## src/rtl/dmac_regif_pkg.sv

```systemverilog
package dmac_regif_pkg;

    localparam int NUM_CH   = 4;
    localparam int CH_SEL_W = $clog2(NUM_CH);
    localparam int REG_W    = 16;
    localparam int BYTE_W   = 8;
    localparam int MODE_W   = 6;

    localparam logic [3:0] LOC_STAT_CMD  = 4'd8;
    localparam logic [3:0] LOC_REQ       = 4'd9;
    localparam logic [3:0] LOC_MASK_ONE  = 4'd10;
    localparam logic [3:0] LOC_MODE      = 4'd11;
    localparam logic [3:0] LOC_PTR_CLR   = 4'd12;
    localparam logic [3:0] LOC_MCLR      = 4'd13;
    localparam logic [3:0] LOC_MASK_NONE = 4'd14;
    localparam logic [3:0] LOC_MASK_ALL  = 4'd15;

    typedef enum logic {
        PTR_LO = 1'b0,
        PTR_HI = 1'b1
    } ptr_state_e;

endpackage

```

## src/rtl/dmac_byte_ptr.sv

```systemverilog
module dmac_byte_ptr
    import dmac_regif_pkg::*;
(
    input  logic clk,
    input  logic rst_n,
    input  logic access,
    input  logic clear,
    output logic hi_sel
);

    ptr_state_e state_q;
    ptr_state_e state_d;

    always_comb begin
        state_d = state_q;
        if (clear) begin
            state_d = PTR_LO;
        end else if (access) begin
            unique case (state_q)
                PTR_LO: state_d = PTR_HI;
                PTR_HI: state_d = PTR_LO;
            endcase
        end
    end

    always_ff @(posedge clk or negedge rst_n) begin
        if (!rst_n) state_q <= PTR_LO;
        else        state_q <= state_d;
    end

    always_comb begin
        hi_sel = (state_q == PTR_HI);
    end


    ptr_toggle_chk: assert property (@(posedge clk) disable iff (!rst_n)
        (access && !clear) |=> (hi_sel != $past(hi_sel)));


    ptr_clear_chk: assert property (@(posedge clk) disable iff (!rst_n)
        clear |=> !hi_sel);

endmodule

```

## src/rtl/dmac_chan_regs.sv

```systemverilog
module dmac_chan_regs
    import dmac_regif_pkg::*;
#(
    parameter int RW = REG_W,
    parameter int MW = MODE_W
) (
    input  logic              clk,
    input  logic              rst_n,
    input  logic              addr_we,
    input  logic              cnt_we,
    input  logic              hi_sel,
    input  logic [BYTE_W-1:0] wdata,
    input  logic              mode_we,
    input  logic [MW-1:0]     mode_in,
    output logic [RW-1:0]     base_addr,
    output logic [RW-1:0]     cur_addr,
    output logic [RW-1:0]     base_cnt,
    output logic [RW-1:0]     cur_cnt,
    output logic [MW-1:0]     mode
);

    localparam int LANE = BYTE_W;

    logic [RW-1:0] base_addr_q, cur_addr_q, base_cnt_q, cur_cnt_q;
    logic [MW-1:0] mode_q;
    int            lane_lsb;

    always_comb lane_lsb = int'(hi_sel) * LANE;

    always_ff @(posedge clk or negedge rst_n) begin
        if (!rst_n) begin
            base_addr_q <= '0;
            cur_addr_q  <= '0;
            base_cnt_q  <= '0;
            cur_cnt_q   <= '0;
            mode_q      <= '0;
        end else begin
            if (addr_we) begin
                base_addr_q[lane_lsb +: LANE] <= wdata;
                cur_addr_q[lane_lsb +: LANE]  <= wdata;
            end
            if (cnt_we) begin
                base_cnt_q[lane_lsb +: LANE] <= wdata;
                cur_cnt_q[lane_lsb +: LANE]  <= wdata;
            end
            if (mode_we) mode_q <= mode_in;
        end
    end

    assign base_addr = base_addr_q;
    assign cur_addr  = cur_addr_q;
    assign base_cnt  = base_cnt_q;
    assign cur_cnt   = cur_cnt_q;
    assign mode      = mode_q;


    addr_lo_load_chk: assert property (@(posedge clk) disable iff (!rst_n)
        (addr_we && !hi_sel) |=> (cur_addr[7:0] == $past(wdata) && base_addr[7:0] == $past(wdata)));


    cnt_hi_load_chk: assert property (@(posedge clk) disable iff (!rst_n)
        (cnt_we && hi_sel) |=> (cur_cnt[15:8] == $past(wdata) && base_cnt[15:8] == $past(wdata)));

endmodule

```

## src/rtl/dmac_ctrl_regs.sv

```systemverilog
module dmac_ctrl_regs
    import dmac_regif_pkg::*;
(
    input  logic              clk,
    input  logic              rst_n,
    input  logic              cmd_we,
    input  logic              req_we,
    input  logic              mask_one_we,
    input  logic              mask_all_we,
    input  logic              mask_none_we,
    input  logic              mclr,
    input  logic              stat_rd,
    input  logic [BYTE_W-1:0] wdata,
    input  logic [NUM_CH-1:0] tc_evt,
    output logic [BYTE_W-1:0] command,
    output logic [NUM_CH-1:0] sw_req,
    output logic [NUM_CH-1:0] mask,
    output logic [NUM_CH-1:0] tc_flags
);

    logic [BYTE_W-1:0]   cmd_q;
    logic [NUM_CH-1:0]   req_q, mask_q, tc_q;
    logic [CH_SEL_W-1:0] ch_pick;
    logic                set_bit;
    logic [NUM_CH-1:0]   ch_onehot;

    always_comb begin
        ch_pick   = wdata[CH_SEL_W-1:0];
        set_bit   = wdata[2];
        ch_onehot = '0;
        ch_onehot[ch_pick] = 1'b1;
    end

    always_ff @(posedge clk or negedge rst_n) begin
        if (!rst_n) begin
            cmd_q  <= '0;
            req_q  <= '0;
            mask_q <= '1;
            tc_q   <= '0;
        end else if (mclr) begin
            cmd_q  <= '0;
            req_q  <= '0;
            mask_q <= '1;
            tc_q   <= '0;
        end else begin
            if (cmd_we) cmd_q <= wdata;
            if (req_we) req_q <= set_bit ? (req_q | ch_onehot) : (req_q & ~ch_onehot);
            if (mask_one_we)
                mask_q <= set_bit ? (mask_q | ch_onehot) : (mask_q & ~ch_onehot);
            else if (mask_all_we)
                mask_q <= wdata[NUM_CH-1:0];
            else if (mask_none_we)
                mask_q <= '0;
            tc_q <= (stat_rd ? '0 : tc_q) | tc_evt;
        end
    end

    assign command  = cmd_q;
    assign sw_req   = req_q;
    assign mask     = mask_q;
    assign tc_flags = tc_q;


    mclr_state_chk: assert property (@(posedge clk) disable iff (!rst_n)
        mclr |=> (mask == '1 && command == '0 && sw_req == '0 && tc_flags == '0));


    tc_capture_chk: assert property (@(posedge clk) disable iff (!rst_n)
        (!mclr && tc_evt != '0) |=> ((tc_flags & $past(tc_evt)) == $past(tc_evt)));


    tc_clear_chk: assert property (@(posedge clk) disable iff (!rst_n)
        (stat_rd && tc_evt == '0) |=> (tc_flags == '0));


    mask_none_chk: assert property (@(posedge clk) disable iff (!rst_n)
        (mask_none_we && !mclr) |=> (mask == '0));

endmodule

```

## src/rtl/dmac_regif.sv

```systemverilog
module dmac_regif
    import dmac_regif_pkg::*;
(
    input  logic                       clk,
    input  logic                       rst_n,
    input  logic                       sel,
    input  logic                       rd,
    input  logic                       wr,
    input  logic [3:0]                 addr,
    input  logic [BYTE_W-1:0]          wdata,
    output logic [BYTE_W-1:0]          rdata,
    input  logic [NUM_CH-1:0]          dreq_in,
    input  logic [NUM_CH-1:0]          tc_evt,
    output logic [BYTE_W-1:0]          command_o,
    output logic [NUM_CH-1:0]          mask_o,
    output logic [NUM_CH-1:0]          sw_req_o,
    output logic [NUM_CH*REG_W-1:0]    base_addr_o,
    output logic [NUM_CH*REG_W-1:0]    cur_addr_o,
    output logic [NUM_CH*REG_W-1:0]    base_cnt_o,
    output logic [NUM_CH*REG_W-1:0]    cur_cnt_o,
    output logic [NUM_CH*MODE_W-1:0]   mode_o
);

    logic wr_act, rd_act, chan_loc, chan_acc, hi_sel;
    logic [CH_SEL_W-1:0] loc_ch;
    logic [NUM_CH-1:0]   tc_flags;
    logic [REG_W-1:0]    cur_addr_a [NUM_CH];
    logic [REG_W-1:0]    cur_cnt_a  [NUM_CH];
    logic [REG_W-1:0]    rd_word;

    always_comb begin
        wr_act   = sel && wr;
        rd_act   = sel && rd && !wr;
        chan_loc = !addr[3];
        chan_acc = chan_loc && (wr_act || rd_act);
        loc_ch   = addr[CH_SEL_W:1];
    end

    dmac_byte_ptr u_ptr (
        .clk    (clk),
        .rst_n  (rst_n),
        .access (chan_acc),
        .clear  (wr_act && (addr == LOC_PTR_CLR || addr == LOC_MCLR)),
        .hi_sel (hi_sel)
    );

    dmac_ctrl_regs u_ctrl (
        .clk          (clk),
        .rst_n        (rst_n),
        .cmd_we       (wr_act && addr == LOC_STAT_CMD),
        .req_we       (wr_act && addr == LOC_REQ),
        .mask_one_we  (wr_act && addr == LOC_MASK_ONE),
        .mask_all_we  (wr_act && addr == LOC_MASK_ALL),
        .mask_none_we (wr_act && addr == LOC_MASK_NONE),
        .mclr         (wr_act && addr == LOC_MCLR),
        .stat_rd      (rd_act && addr == LOC_STAT_CMD),
        .wdata        (wdata),
        .tc_evt       (tc_evt),
        .command      (command_o),
        .sw_req       (sw_req_o),
        .mask         (mask_o),
        .tc_flags     (tc_flags)
    );

    for (genvar g = 0; g < NUM_CH; g++) begin : g_chan
        logic here;
        assign here = wr_act && chan_loc && (loc_ch == CH_SEL_W'(g));

        dmac_chan_regs #(.RW(REG_W), .MW(MODE_W)) u_chan (
            .clk       (clk),
            .rst_n     (rst_n),
            .addr_we   (here && !addr[0]),
            .cnt_we    (here && addr[0]),
            .hi_sel    (hi_sel),
            .wdata     (wdata),
            .mode_we   (wr_act && addr == LOC_MODE && wdata[CH_SEL_W-1:0] == CH_SEL_W'(g)),
            .mode_in   (wdata[BYTE_W-1:BYTE_W-MODE_W]),
            .base_addr (base_addr_o[g*REG_W +: REG_W]),
            .cur_addr  (cur_addr_a[g]),
            .base_cnt  (base_cnt_o[g*REG_W +: REG_W]),
            .cur_cnt   (cur_cnt_a[g]),
            .mode      (mode_o[g*MODE_W +: MODE_W])
        );

        assign cur_addr_o[g*REG_W +: REG_W] = cur_addr_a[g];
        assign cur_cnt_o[g*REG_W +: REG_W]  = cur_cnt_a[g];
    end

    always_comb begin
        rd_word = addr[0] ? cur_cnt_a[loc_ch] : cur_addr_a[loc_ch];
        rdata   = '0;
        if (rd_act) begin
            if (chan_loc) begin
                rdata = hi_sel ? rd_word[15:8] : rd_word[7:0];
            end else if (addr == LOC_STAT_CMD) begin
                rdata = {dreq_in, tc_flags};
            end else if (addr == LOC_MASK_ONE) begin
                rdata = command_o;
            end
        end
    end


    idle_hold_chk: assert property (@(posedge clk) disable iff (!rst_n)
        !sel |=> ($stable(command_o) && $stable(mask_o) && $stable(sw_req_o) && $stable(mode_o)));


    idle_rdata_chk: assert property (@(posedge clk) disable iff (!rst_n)
        !(sel && rd) |-> (rdata == '0));


    req_set_chk: assert property (@(posedge clk) disable iff (!rst_n)
        (wr_act && addr == LOC_REQ && wdata[2]) |=> sw_req_o[$past(wdata[1:0])]);

endmodule

```

## config.mk

```make
export PLATFORM = sky130hd
export DESIGN_NAME = dmac_regif
export DESIGN_NICKNAME = d
export VERILOG_FILES = /design/src/rtl/dmac_regif_pkg.sv /design/src/rtl/dmac_byte_ptr.sv /design/src/rtl/dmac_chan_regs.sv /design/src/rtl/dmac_ctrl_regs.sv /design/src/rtl/dmac_regif.sv
export SDC_FILE = /design/constraint.sdc
export NUM_CORES = 1
export LEC_CHECK = 0
export BUFFER_PORTS_ARGS = -buffer_cell sky130_fd_sc_hd__buf_2
export CORE_AREA = 2 2 198 151
export CTS_CLUSTER_DIAMETER = 120
export CTS_CLUSTER_SIZE = 20
export DETAILED_ROUTE_END_ITERATION = 16
export DIE_AREA = 0 0 200 153
export PLACE_DENSITY = 0.65
export SLEW_MARGIN = 15
export SYNTH_ARGS = -nofsm -noshare
export SYNTH_HDL_FRONTEND = slang
export SYNTH_SLANG_ARGS = --single-unit
```

## constraint.sdc

```tcl
create_clock -name clk -period 1.9 [get_ports clk]
set_input_delay 0.095 -clock clk [delete_from_list [all_inputs] [get_ports clk]]
set_output_delay 0.095 -clock clk [all_outputs]
set_load 0.01 [all_outputs]
```

==> key figures, run 1 <==
Floorplanning
  • Die height: approximately 150 um
  • Full die area: 0.0306 mm^2
  • Die X: 200 um
  • Starting Density: 0.315
  • IO Pins: 329
  • Total core area: 0.0287 mm^2
  • Row count: 54

Synthesis
  • Post-Synthesis Cells: 735
  • Synth cell types: 42
  • Net count after synthesis: 760
  • Number of synthesized flops with an enable pin: 0
  • Syn. warnings: 0
  • Mapped Area: 0.00905 mm^2
  • FF+latch count, synth: 173
  • Register area share after synthesis: 0.479
  • Commonest register cell after synthesis: dfrtp_1
  • Syn_area_per_cell: between 10 and 15 um^2
  • Async set or reset register ratio after synthesis: 1.00

Layout
  • Share of layout cells above drive strength 1: 0.628
  • Final nets: 1022
  • Register area: 0.00434 mm^2
  • Post-route insts no fill: 1402
  • Layout area overhead: 25.9%
  • Ant. Diodes: 0
  • Multi-input logic area: 0.00361 mm^2
  • Fill cells: 2783
  • Fin area: 0.0114 mm^2

Place
  • DP Wirelength: ~23000 um
  • Worst slack at placement: -0.0964 ns
  • Port buffer count: 328
  • Final RePlAce weighted congestion: approximately 0.9
  • Placed inst area: 0.0104 mm^2
  • Placed Cells: 1331

Drt
  • DRC violation count after routing: 0
  • Via/cell ratio: 4.89
  • Avg WL per Cell: 22.5 um
  • Routed WL: 31600 um
  • First-iteration detailed-routing DRC count: roughly 340
  • Via count: 6850
  • Final ANT Viol Nets: 0
  • First-pass DRT Iterations: 5

STA
  • Final hold violations: 0
  • Post-layout minimum cycle time: roughly 2.3 ns
  • RSZ-0062 raised after global routing: true
  • Final-report setup violation count: 7
  • Tightest Pin Transition: 0.683 ns
  • Final Hold Slack: 0.0843 ns
  • Fmax: 441 MHz
  • Clock Skew: 0.00678 ns
  • Max Transition Viols Final: 0
  • Slew HR: 0.545
  • Final period util: 1.19
  • Worst Setup Slack, final: -0.368 ns

Global routing
  • Antenna violations before repair: 1
  • Vias in the first global route: 6746
  • First-pass GRT wire length: 45600 um
  • Congestion Overflow GR: 0
  • GRT Util Overall: 0.207
  • Pin count of the biggest net entering global routing: 56

Clock network
  • Root Driver: clkbuf_16
  • Clk sinks: 173
  • Clock transition at the registers of the reported paths: about 0.070 ns
  • CTS tree: built
  • Clock Tree Buf Depth: 2
  • Skew-Pair Late Insertion Delay: approximately 0.43 ns
  • Num CTS Buffers: 17
  • Htree depth: 4

Power and ir drop
  • Tot Pwr: between 0.01 and 0.015 W
  • VDD IR max: approximately 0.58 mV
  • Leakage: 6.17 nW
  • PwrDens: between 1000 and 1500 mW/mm^2

Run status
  • Failing checks: negative setup slack
  • Status: complete, but fails checks

Critical path
  • CP arrival: 2.17 ns
  • CP Data Required Time: 1.80 ns
  • Critical path startpoint category: flip-flop
  • Critical Path Fanout Max: 2
  • WS Path Type: flip-flop to output pin
  • Setup crit end kind: output pin

Hold path
  • Hold WC Path Type: primary input to flip-flop

Flow run
  • Max Cap Viol: 0
[state kept, by name (all words and copies together) (netlist names)]
name	flops
g_chan.u_chan.cur_addr	64
g_chan.u_chan.cur_cnt	48
g_chan.u_chan.mode	24
g_chan.u_chan.base_cnt	16
u_ctrl.command	8
u_ctrl.mask	4
u_ctrl.sw_req	4
u_ctrl.tc_flags	4
u_ptr.hi_sel	1
[critical path, cell delays in order (launching register included)]
cell      delay [ns]
dfrtp_1         0.39
mux4_2          0.53
o211ai_1        0.43
buf_4           0.21
nand3_4         0.06
buf_6           0.13
[power by group]
part	switching [W]	internal (W)
registers	0.000644	0.00430
logic	0.00175	0.00162
clock network	0.00156	0.00175
[cell usage in the layout, fill, tap and decap left out, types with 5 or more instances in the layout]
cell type      synthesis  layout
a21oi_1               17      17
buf_6                  1       5
buf_12                 0       5
nand3_1               21      16
buf_4                134      74
clkbuf_16              0      17
inv_1                  6       6
o211ai_1              17      17
mux2_2               154     154
a22oi_1               18      18
mux4_2                15      15
o21ai_0               11      11
nand2_1               38      37
mux2i_1               40      40
nor2_1                 9       9
nand3_4                1       6
dfrtp_1              169     168
dlygate4sd3_1          0       7
buf_2                 11     321
nor2b_1                8       8
[synth_stat cells (2+ instances only)]
library cell  instances  area (um^2)
mux2i_1              40          400
nand3_1              21          105
nor2_2                4         25.0
nand2_2               3         18.8
a21oi_1              17         85.1
o22ai_1               3         18.8
nor2_1                9         33.8
buf_2                11         55.1
mux4_2               15          338
nor2b_1               8         50.1
dfstp_2               4          105
a22o_1                2         17.5
nor3_4                2         32.5
nand3b_1              3         22.5
nor3_1                2         10.0
nand2_1              38          143
buf_1                 2         7.51
and3_1                3         18.8
dfrtp_1             169         4230
a22oi_1              18          135
inv_1                 6         22.5
clkbuf_1             22         82.6
buf_4               134         1010
o211ai_1             17          128
and2_1                2         12.5
o21ai_0              11         55.1
mux2_2              154         1730
[layout make-up]
class	count	area share
tap	392	0.0430
clock inverter	12	0.00768
clock buffer	20	0.0401
sequential	173	0.380
inverter	6	0.00198
multi-input combinational	386	0.316
timing repair buffer	413	0.211
[worst paths after layout]
path	from	endpoint	slack [ns]	cells past startpoint
max in group asynchronous	rst_n	g_chan[0].u_chan.cur_cnt[2]	1.05	3
min	wr	u_ptr.hi_sel	0.08	4
max	g_chan[2].u_chan.cur_cnt[15]	rdata[7]	-0.37	5
min in group asynchronous	rst_n	g_chan[1].u_chan.mode[2]	0.20	2
max reg2reg	u_ptr.hi_sel	g_chan[1].u_chan.cur_cnt[14]	0.13	4
min reg2reg	u_ctrl.mask[0]	u_ctrl.mask[0]	0.49	2
[what timing repair did]
item                                    CTS  global route
setup buffers                            32             0
endpoints found under the setup margin    8            17
pin swaps                                 8             7
endpoints found under the hold margin    54             0
gates cloned                              0             0
hold buffers                              7             0
gates resized for setup                  14             5
[cells by family after synthesis]
group                  Yosys count  synth area share
AO/OA/AOI/OAI                   71            0.0517
buffers and inverters          176             0.131
flip-flops                     173             0.479
multiplexers                   210             0.274
AND/OR/NAND/NOR                105            0.0645
[metal layers]
| layer | GRT usage | part of all wire | vias up |
|---|---|---|---|
| met4 | 0.0377 | 0.0081 | 2 |
| met2 | 0.342 | 0.48 | 289 |
| met3 | 0.0455 | 0.063 | 20 |
| li1 | - | - | 3014 |
| met1 | 0.282 | 0.45 | 3525 |
| met5 | 0 | 0.00038 | - |
[metrics by stage]
stage / utilization / setup TNS (ns)
final: 0.397 / -1.68
after global routing: 0.397 / -2.30
after CTS: 0.396 / -1.81
after detailed placement: 0.364 / -0.149
after global placement: 0.364 / -0.0599
after floorplan: - / 0
(Power assumes the default switching activity.)
==> run 2, diff against run 1 <==
--- a/config.mk
+++ b/config.mk
@@ -6,13 +6,14 @@
 export NUM_CORES = 1
 export LEC_CHECK = 0
 export BUFFER_PORTS_ARGS = -buffer_cell sky130_fd_sc_hd__buf_2
-export CORE_AREA = 2 2 198 151
+export CORE_AREA = 2 2 204 156
 export CTS_CLUSTER_DIAMETER = 120
 export CTS_CLUSTER_SIZE = 20
 export DETAILED_ROUTE_END_ITERATION = 16
-export DIE_AREA = 0 0 200 153
+export DIE_AREA = 0 0 206 158
 export PLACE_DENSITY = 0.65
 export SLEW_MARGIN = 15
 export SYNTH_ARGS = -nofsm -noshare
 export SYNTH_HDL_FRONTEND = slang
+export SYNTH_HIERARCHICAL = 1
 export SYNTH_SLANG_ARGS = --single-unit
==> run 2 against run 1 <==
The run still ends with negative setup slack left. First-iteration DRC count grew 44%. Combinational power rose by 64%. Clock-buffer cell count decreased by 3. Cell count is 4.6% higher. Sequential power grew 11%. Critical endpoint is now rdata[6]. Largest cell class unchanged.
==> key figures, run 2 <==
Power and ir drop
  • Leakage: 6.59 nW
  • PwrDens: 1200 mW/mm^2
  • VDD IR max: 0.621 mV

Place
  • DP Wirelength: 24900 um
  • Port buffer count: approximately 330
  • Final RePlAce weighted congestion: between 0.9 and 1
  • Placed Cells: 1374
  • Placed inst area: 0.0109 mm^2

Synthesis
  • Synth top cells by count: dfrtp_1 (169), buf_4 (134), mux2_2 (103), mux2_4 (64), mux2i_1 (40)
  • Most numerous cell in the Yosys netlist: dfrtp_1
  • Yosys top cell by area: dfrtp_1
  • Mapped Area: 0.00963 mm^2
  • Register area share after synthesis: 0.450
  • Largest cells by area after synthesis: dfrtp_1 (44%), mux2_2 (12%), buf_4 (10%)
  • Syn_area_per_cell: roughly 13 um^2
  • Synth cell types: between 50 and 60
  • Number of synthesized flops with an enable pin: 0
  • Commonest register cell after synthesis: dfrtp_1
  • FF+latch count, synth: 173
  • Async set or reset register ratio after synthesis: 1.00
  • Syn. warnings: 6
  • Post-Synthesis Cells: 762
  • Synth top area share: 0.439
  • Net count after synthesis: 787

Layout
  • Finished Core Util: 0.394
  • Post-route insts no fill: 1466
  • Share of layout cells above drive strength 1: 0.653
  • Final nets: 1071
  • Fill cells: 3050
  • Highest-count cells in the layout ignoring fill and taps: buf_2 (322), dfrtp_1 (158), mux2_2 (101)
  • Fin area: between 0.01 and 0.015 mm^2
  • Layout area overhead: 25.5%
  • Commonest non-fill, non-tap cell in the layout: buf_2

Clock network
  • CTS tree: built
  • Clock transition at the registers of the reported paths: ~0.070 ns
  • Htree depth: 4
  • Root Driver: clkbuf_16
  • Num CTS Buffers: 17
  • Skew-Pair Late Insertion Delay: 0.43 ns
  • Clk sinks: between 150 and 200
  • Clock Tree Buf Depth: 2

Critical path
  • R2R depth: 4
  • R2R Path End: g_chan[2].u_chan/base_cnt[4]
  • Critical Path Fanout Max: 2
  • Flop2flop setup slack: approximately 0.47 ns
  • CP Data Required Time: 1.80 ns
  • Cell Chain, Critical Path: mux4_2 -> nor2b_4 -> o2111ai_2 -> nand3_1 -> buf_6
  • CP arrival: around 1.9 ns
  • Slowest-stage cell, CP: mux4_2
  • WS Path Type: flip-flop to output pin
  • Worst r2r src: u_ptr/hi_sel
  • Critical path startpoint category: flip-flop
  • Setup crit end kind: output pin
  • Worst path max stage delay: around 0.49 ns

Drt
  • Via/cell ratio: ~4.9
  • Via count: 7203
  • Routed WL: 33800 um
  • Final ANT Viol Nets: 0
  • Avg WL per Cell: 23.1 um
  • First-pass DRT Iterations: 5
  • First-iteration detailed-routing DRC count: 496
  • DRC violation count after routing: 0

Flow run
  • Max Cap Viol: 0

Floorplanning
  • Die X: 206 um
  • Starting Density: 0.314
  • Full die area: 0.0325 mm^2
  • Total core area: 0.0307 mm^2
  • Die height: 158 um
  • Row count: 56
  • IO Pins: 329

STA
  • Worst Setup Slack, final: -0.107 ns
  • Fmax: 498 MHz
  • RSZ-0062 raised after global routing: true
  • Slew HR: 0.452
  • Max Transition Viols Final: 0
  • Post-layout minimum cycle time: between 2 and 2.5 ns
  • Final-report setup violation count: 6
  • Final hold violations: 0
  • Final period util: 1.06
  • Tightest Pin Transition: 0.822 ns
  • Clock Skew: 0.0110 ns

Hold path
  • Worst Hold End: u_ptr/hi_sel
  • Hold WC Path Type: primary input to flip-flop
  • Hold path depth: 4
  • Hold Startpoint: rd

Global routing
  • GRT Util Overall: 0.206
  • Pin count of the biggest net entering global routing: 55
  • Congestion Overflow GR: 0
  • First-pass GRT wire length: 47800 um
  • Vias in the first global route: approximately 7000
  • Antenna violations before repair: 1

Run status
  • Failing checks: negative setup slack
  • Status: complete, but fails checks
run 2: cells by family (layout without fill, tap and decap cells):
logic type | count (synthesis) | count (layout) | share of synthesized area
AO/OA/AOI/OAI | 62 | 62 | 0.0503
XOR/XNOR | 1 | 1 | 0.000910
buffers and inverters | 170 | 467 | 0.130
flip-flops | 173 | 173 | 0.450
multiplexers | 217 | 217 | 0.288
other | 0 | 1 | 0
AND/OR/NAND/NOR | 139 | 139 | 0.0806
run 2: area by class of cell:
class	instances	area, um^2	share of cell area
multi-input combinational	419	4110	0.340
clock inverter	15	150	0.0124
tap	406	508	0.0420
inverter	5	18.8	0.00155
timing repair buffer	430	2530	0.209
antenna	1	2.50	0.000207
sequential	173	4350	0.360
clock buffer	17	425	0.0352
run 2: worst max path at each step:
| stage | startpoint | endpoint | depth (start not counted) |
|---|---|---|---|
| 6_report | g_chan[0].u_chan/base_addr[6] | rdata[6] | 5 |
| 5_1_grt | g_chan[0].u_chan/base_addr[6] | rdata[6] | 5 |
| 3_5_place_dp | addr[1] | g_chan[0].u_chan/mode[5] | 8 |
| 4_1_cts | g_chan[0].u_chan/base_addr[6] | rdata[6] | 5 |
| 3_3_place_gp | addr[1] | g_chan[3].u_chan/mode[5] | 7 |
| 2_1_floorplan | u_ptr/hi_sel | rdata[3] | 4 |
run 2: worst max-delay path, delay by kind of cell, from the launching register on:
kind / cells / cell delay [ns]
muxes: 1 / 0.49
DFF: 1 / 0.42
and+or+nand+nor: 2 / 0.26
AOI/OAI and AO/OA: 1 / 0.16
buffers and inverters: 1 / 0.15
run 2: where the power goes:
part	switching, W	leakage [nW]	internal (W)
logic	0.00271	4.06	0.00283
registers	0.000941	2.26	0.00455
clock network	0.00163	0.276	0.00185
total	0.00528	6.59	0.00923
run 2: layer usage:
metal | up-vias | part of all wire | track usage
met5 | - | 0 | 0
met4 | 0 | 0.026 | 0.0731
met3 | 40 | 0.062 | 0.0424
met2 | 333 | 0.46 | 0.328
met1 | 3671 | 0.45 | 0.279
li1 | 3159 | - | -
run 2: through the flow:
| step | worst slack [ns] | power (W) | setup TNS, ns | hold slack [ns] |
|---|---|---|---|---|
| floorplan | 0.0518 | 0.00879 | 0 | -0.201 |
| finish | -0.107 | 0.0145 | -0.334 | 0.102 |
| global route | -0.179 | 0.0153 | -0.881 | 0.111 |
| detailed placement | 0.0301 | 0.0106 | 0 | 0.112 |
| global placement | 0.0710 | 0.0105 | 0 | 0.112 |
| CTS | -0.121 | 0.0146 | -0.436 | 0.0706 |
run 2: repair_timing:
action,in CTS,in global routing
setup endpoints to repair,8,8
buffers inserted,48,6
pin swaps,5,2
gates resized for setup,31,8
hold buffers,5,0
endpoints found under the hold margin,53,0
==> run 3, diff against run 2 <==
--- a/config.mk
+++ b/config.mk
@@ -5,13 +5,15 @@
 export SDC_FILE = /design/constraint.sdc
 export NUM_CORES = 1
 export LEC_CHECK = 0
+export ABC_AREA = 1
 export BUFFER_PORTS_ARGS = -buffer_cell sky130_fd_sc_hd__buf_2
-export CORE_AREA = 2 2 204 156
+export CORE_AREA = 2 2 207 158
 export CTS_CLUSTER_DIAMETER = 120
 export CTS_CLUSTER_SIZE = 20
 export DETAILED_ROUTE_END_ITERATION = 16
-export DIE_AREA = 0 0 206 158
-export PLACE_DENSITY = 0.65
+export DIE_AREA = 0 0 209 160
+export PLACE_DENSITY = 0.64
+export SETUP_SLACK_MARGIN = 0.4
 export SLEW_MARGIN = 15
 export SYNTH_ARGS = -nofsm -noshare
 export SYNTH_HDL_FRONTEND = slang
==> run 3 against run 2 <==
Wire length increased by 22%. Utilization is 2.0 points higher. The flow now finishes without violations. Sequential power fell by 6.6%. Final area rose by 8.6%. Global-route usage increased by 3.6 points. Setup slack improved by 0.27 ns. Die area increased by 2.7%. Clock-buffer cell count up 1. Synthesized area rose by 3.4%. Combinational power decreased by 8.7%.
==> key figures, run 3 <==
Clock network
  • Num CTS Buffers: 17
  • Clk sinks: 173
  • CTS tree: built
  • Htree depth: 4
  • Clock transition at the registers of the reported paths: 0.07 ns
  • Root Driver: clkbuf_16
  • Clock Tree Buf Depth: 2
  • Skew-Pair Late Insertion Delay: 0.44 ns

Drt
  • Met2 WL: 17900 um
  • First-iteration detailed-routing DRC count: 1107
  • DRC violation count after routing: 0
  • Highest metal used: met5
  • Final ANT Viol Nets: 0
  • First-pass DRT Iterations: 5
  • Via/cell ratio: 5.02
  • WL met3: 3320 um
  • Routed WL: 41200 um
  • Metal-1 WL: between 15000 and 20000 um
  • Avg WL per Cell: 19.9 um
  • Via count: 10400

STA
  • Slew HR: 0.477
  • Post-layout minimum cycle time: 1.74 ns
  • Tightest Pin Transition: around 0.78 ns
  • Setup_tns: 0 ns
  • Clock Skew: 0.0147 ns
  • Worst Setup Slack, final: 0.159 ns
  • Final period util: 0.916
  • Fmax: 574 MHz
  • Max Transition Viols Final: 0
  • Final hold violations: 0
  • Final-report setup violation count: 0
  • RSZ-0062 raised after global routing: true

Power and ir drop
  • Part of the power in combinational logic: 0.364
  • Clock Power Share: 0.267
  • Sw frac: 0.380
  • Part of the power in registers: 0.369
  • VDD IR max: 0.676 mV
  • Switch Pwr: roughly 0.0053 W
  • Leakage: around 7.4 nW
  • PwrDens: 1060 mW/mm^2
  • Internal Power: approximately 0.0086 W
  • Tot Pwr: 0.0139 W

Floorplanning
  • Full die area: 0.0334 mm^2
  • Die height: 160 um
  • IO Pins: between 300 and 400
  • Row count: 57
  • Die X: ~210 um
  • Total core area: about 0.032 mm^2
  • Starting Density: 0.314

Synthesis
  • Most numerous cell in the Yosys netlist: nand2_1
  • Register area share after synthesis: 0.436
  • Largest cells by area after synthesis: dfrtp_1 (42%), nand2_1 (22%), buf_4 (11%)
  • Async set or reset register ratio after synthesis: 1.00
  • FF+latch count, synth: 173
  • Synth top area share: 0.425
  • Syn_area_per_cell: 7.45 um^2
  • Number of synthesized flops with an enable pin: 0
  • Synth cell types: 30
  • Mapped Area: 0.00995 mm^2
  • Commonest register cell after synthesis: dfrtp_1
  • Syn. warnings: 6
  • Synth top cells by count: nand2_1 (573), nand3_1 (211), dfrtp_1 (169), buf_4 (146), inv_1 (61)
  • Post-Synthesis Cells: ~1300
  • Net count after synthesis: 1361
  • Yosys top cell by area: dfrtp_1

Critical path
  • CP Data Required Time: 1.80 ns
  • Buffer and inverter count on the worst path: 2
  • Worst path max stage delay: 0.40 ns
  • Critical path startpoint category: flip-flop
  • Slowest-stage cell, CP: dfrtp_1
  • WS Path Type: flip-flop to output pin
  • Critical Path Fanout Max: 2
  • CP most frequent cell: nand2_1
  • CP delay by family, top: simple AND/OR/NAND/NOR gates
  • CP arrival: between 1.5 and 2 ns
  • Setup crit end kind: output pin
  • Cell Chain, Critical Path: nand2_1 -> nand2_1 -> nand2_1 -> nand3_1 -> nand3_1 -> nand3_2 -> nand2_2 -> inv_1 -> buf_2

Place
  • Worst slack at placement: 0.196 ns
  • Port buffer count: 328
  • Placed Cells: 1924
  • DP Wirelength: approximately 29000 um
  • Final RePlAce weighted congestion: about 0.94

Layout
  • Post-route insts no fill: 2067
  • Finished Core Util: 0.414
  • Layout area overhead: 31.9%
  • Register area: between 0.004 and 0.005 mm^2
  • Highest-count cells in the layout ignoring fill and taps: nand2_1 (526), buf_2 (326), nand3_1 (175)
  • Ant. Diodes: 0
  • Share of layout cells above drive strength 1: 0.424
  • Multi-input logic area: roughly 0.0042 mm^2
  • Final nets: ~1700
  • Commonest non-fill, non-tap cell in the layout: nand2_1
  • Fill cells: 3208

Global routing
  • Pin count of the biggest net entering global routing: 63
  • Congestion Overflow GR: 0
  • Antenna violations before repair: 2
  • Vias in the first global route: 9366
  • GRT Util Overall: 0.242
  • First-pass GRT wire length: ~60000 um

Hold path
  • Hold WC Path Type: primary input to flip-flop

Flow run
  • Max Cap Viol: 0

Run status
  • Status: complete, no violations
run 3: stage by stage:
stage,hold slack [ns],area (um^2)
2_1_floorplan,-0.201,9950
3_3_place_gp,-0.0203,11200
3_5_place_dp,-0.0200,11200
4_1_cts,0.0351,12800
5_1_grt,0.0383,13100
6_report,0.0363,13100
run 3: layer usage:
metal,vias to the layer above,GRT usage
met3,66,0.0437
li1,4713,-
met5,-,0
met1,5038,0.357
met2,560,0.365
met4,4,0.0617
run 3: worst paths after layout:
kind	start	endpoint	slack, ns	depth (start not counted)
setup / recovery	g_chan[0].u_chan/base_addr[12]	rdata[4]	0.16	9
hold / removal	wdata[2]	g_chan[3].u_chan/mode[0]	0.04	3
setup reg to reg	u_ptr/hi_sel	g_chan[2].u_chan/base_addr[0]	0.48	6
hold reg to reg	g_chan[0].u_chan/mode[4]	g_chan[0].u_chan/mode[4]	0.52	2
max in group asynchronous	rst_n	g_chan[3].u_chan/mode[1]	1.09	3
min in group asynchronous	rst_n	g_chan[2].u_chan/base_cnt[7]	0.12	2
run 3: layout make-up:
type	count	share of cell area
sequential	173	0.337
multi-input combinational	895	0.322
timing repair buffer	479	0.232
tap	413	0.0394
clock buffer	18	0.0335
inverter	76	0.0244
clock inverter	13	0.0124
run 3: tightest hold or removal path, cell delays in order:
cell and delay (ns):
buf_2 0.19, nand2_1 0.09, o21ai_1 0.05
run 3: logic make-up after synthesis:
logic type,synth area share
AO/OA/AOI/OAI,0.0282
buffers and inverters,0.177
flip-flops,0.436
AND/OR/NAND/NOR,0.359
run 3: timing repair:
action | in CTS | in global routing
cloned | 3 | 0
endpoints found under the setup margin | 8 | 8
setup buffers | 80 | 24
hold buffers | 5 | 0
endpoints found under the hold margin | 173 | 0
gates resized for setup | 101 | 58
pin swaps | 23 | 25
run 3: power by group through the flow:
stage | Combinational (W) | Clock [W] | Sequential, W
finish | 0.00506 | 0.00370 | 0.00513
CTS | 0.00481 | 0.00374 | 0.00513
detailed placement | 0.00374 | 0 | 0.00543
global route | 0.00546 | 0.00388 | 0.00519
floorplan | 0.00250 | 0 | 0.00518
global placement | 0.00371 | 0 | 0.00541
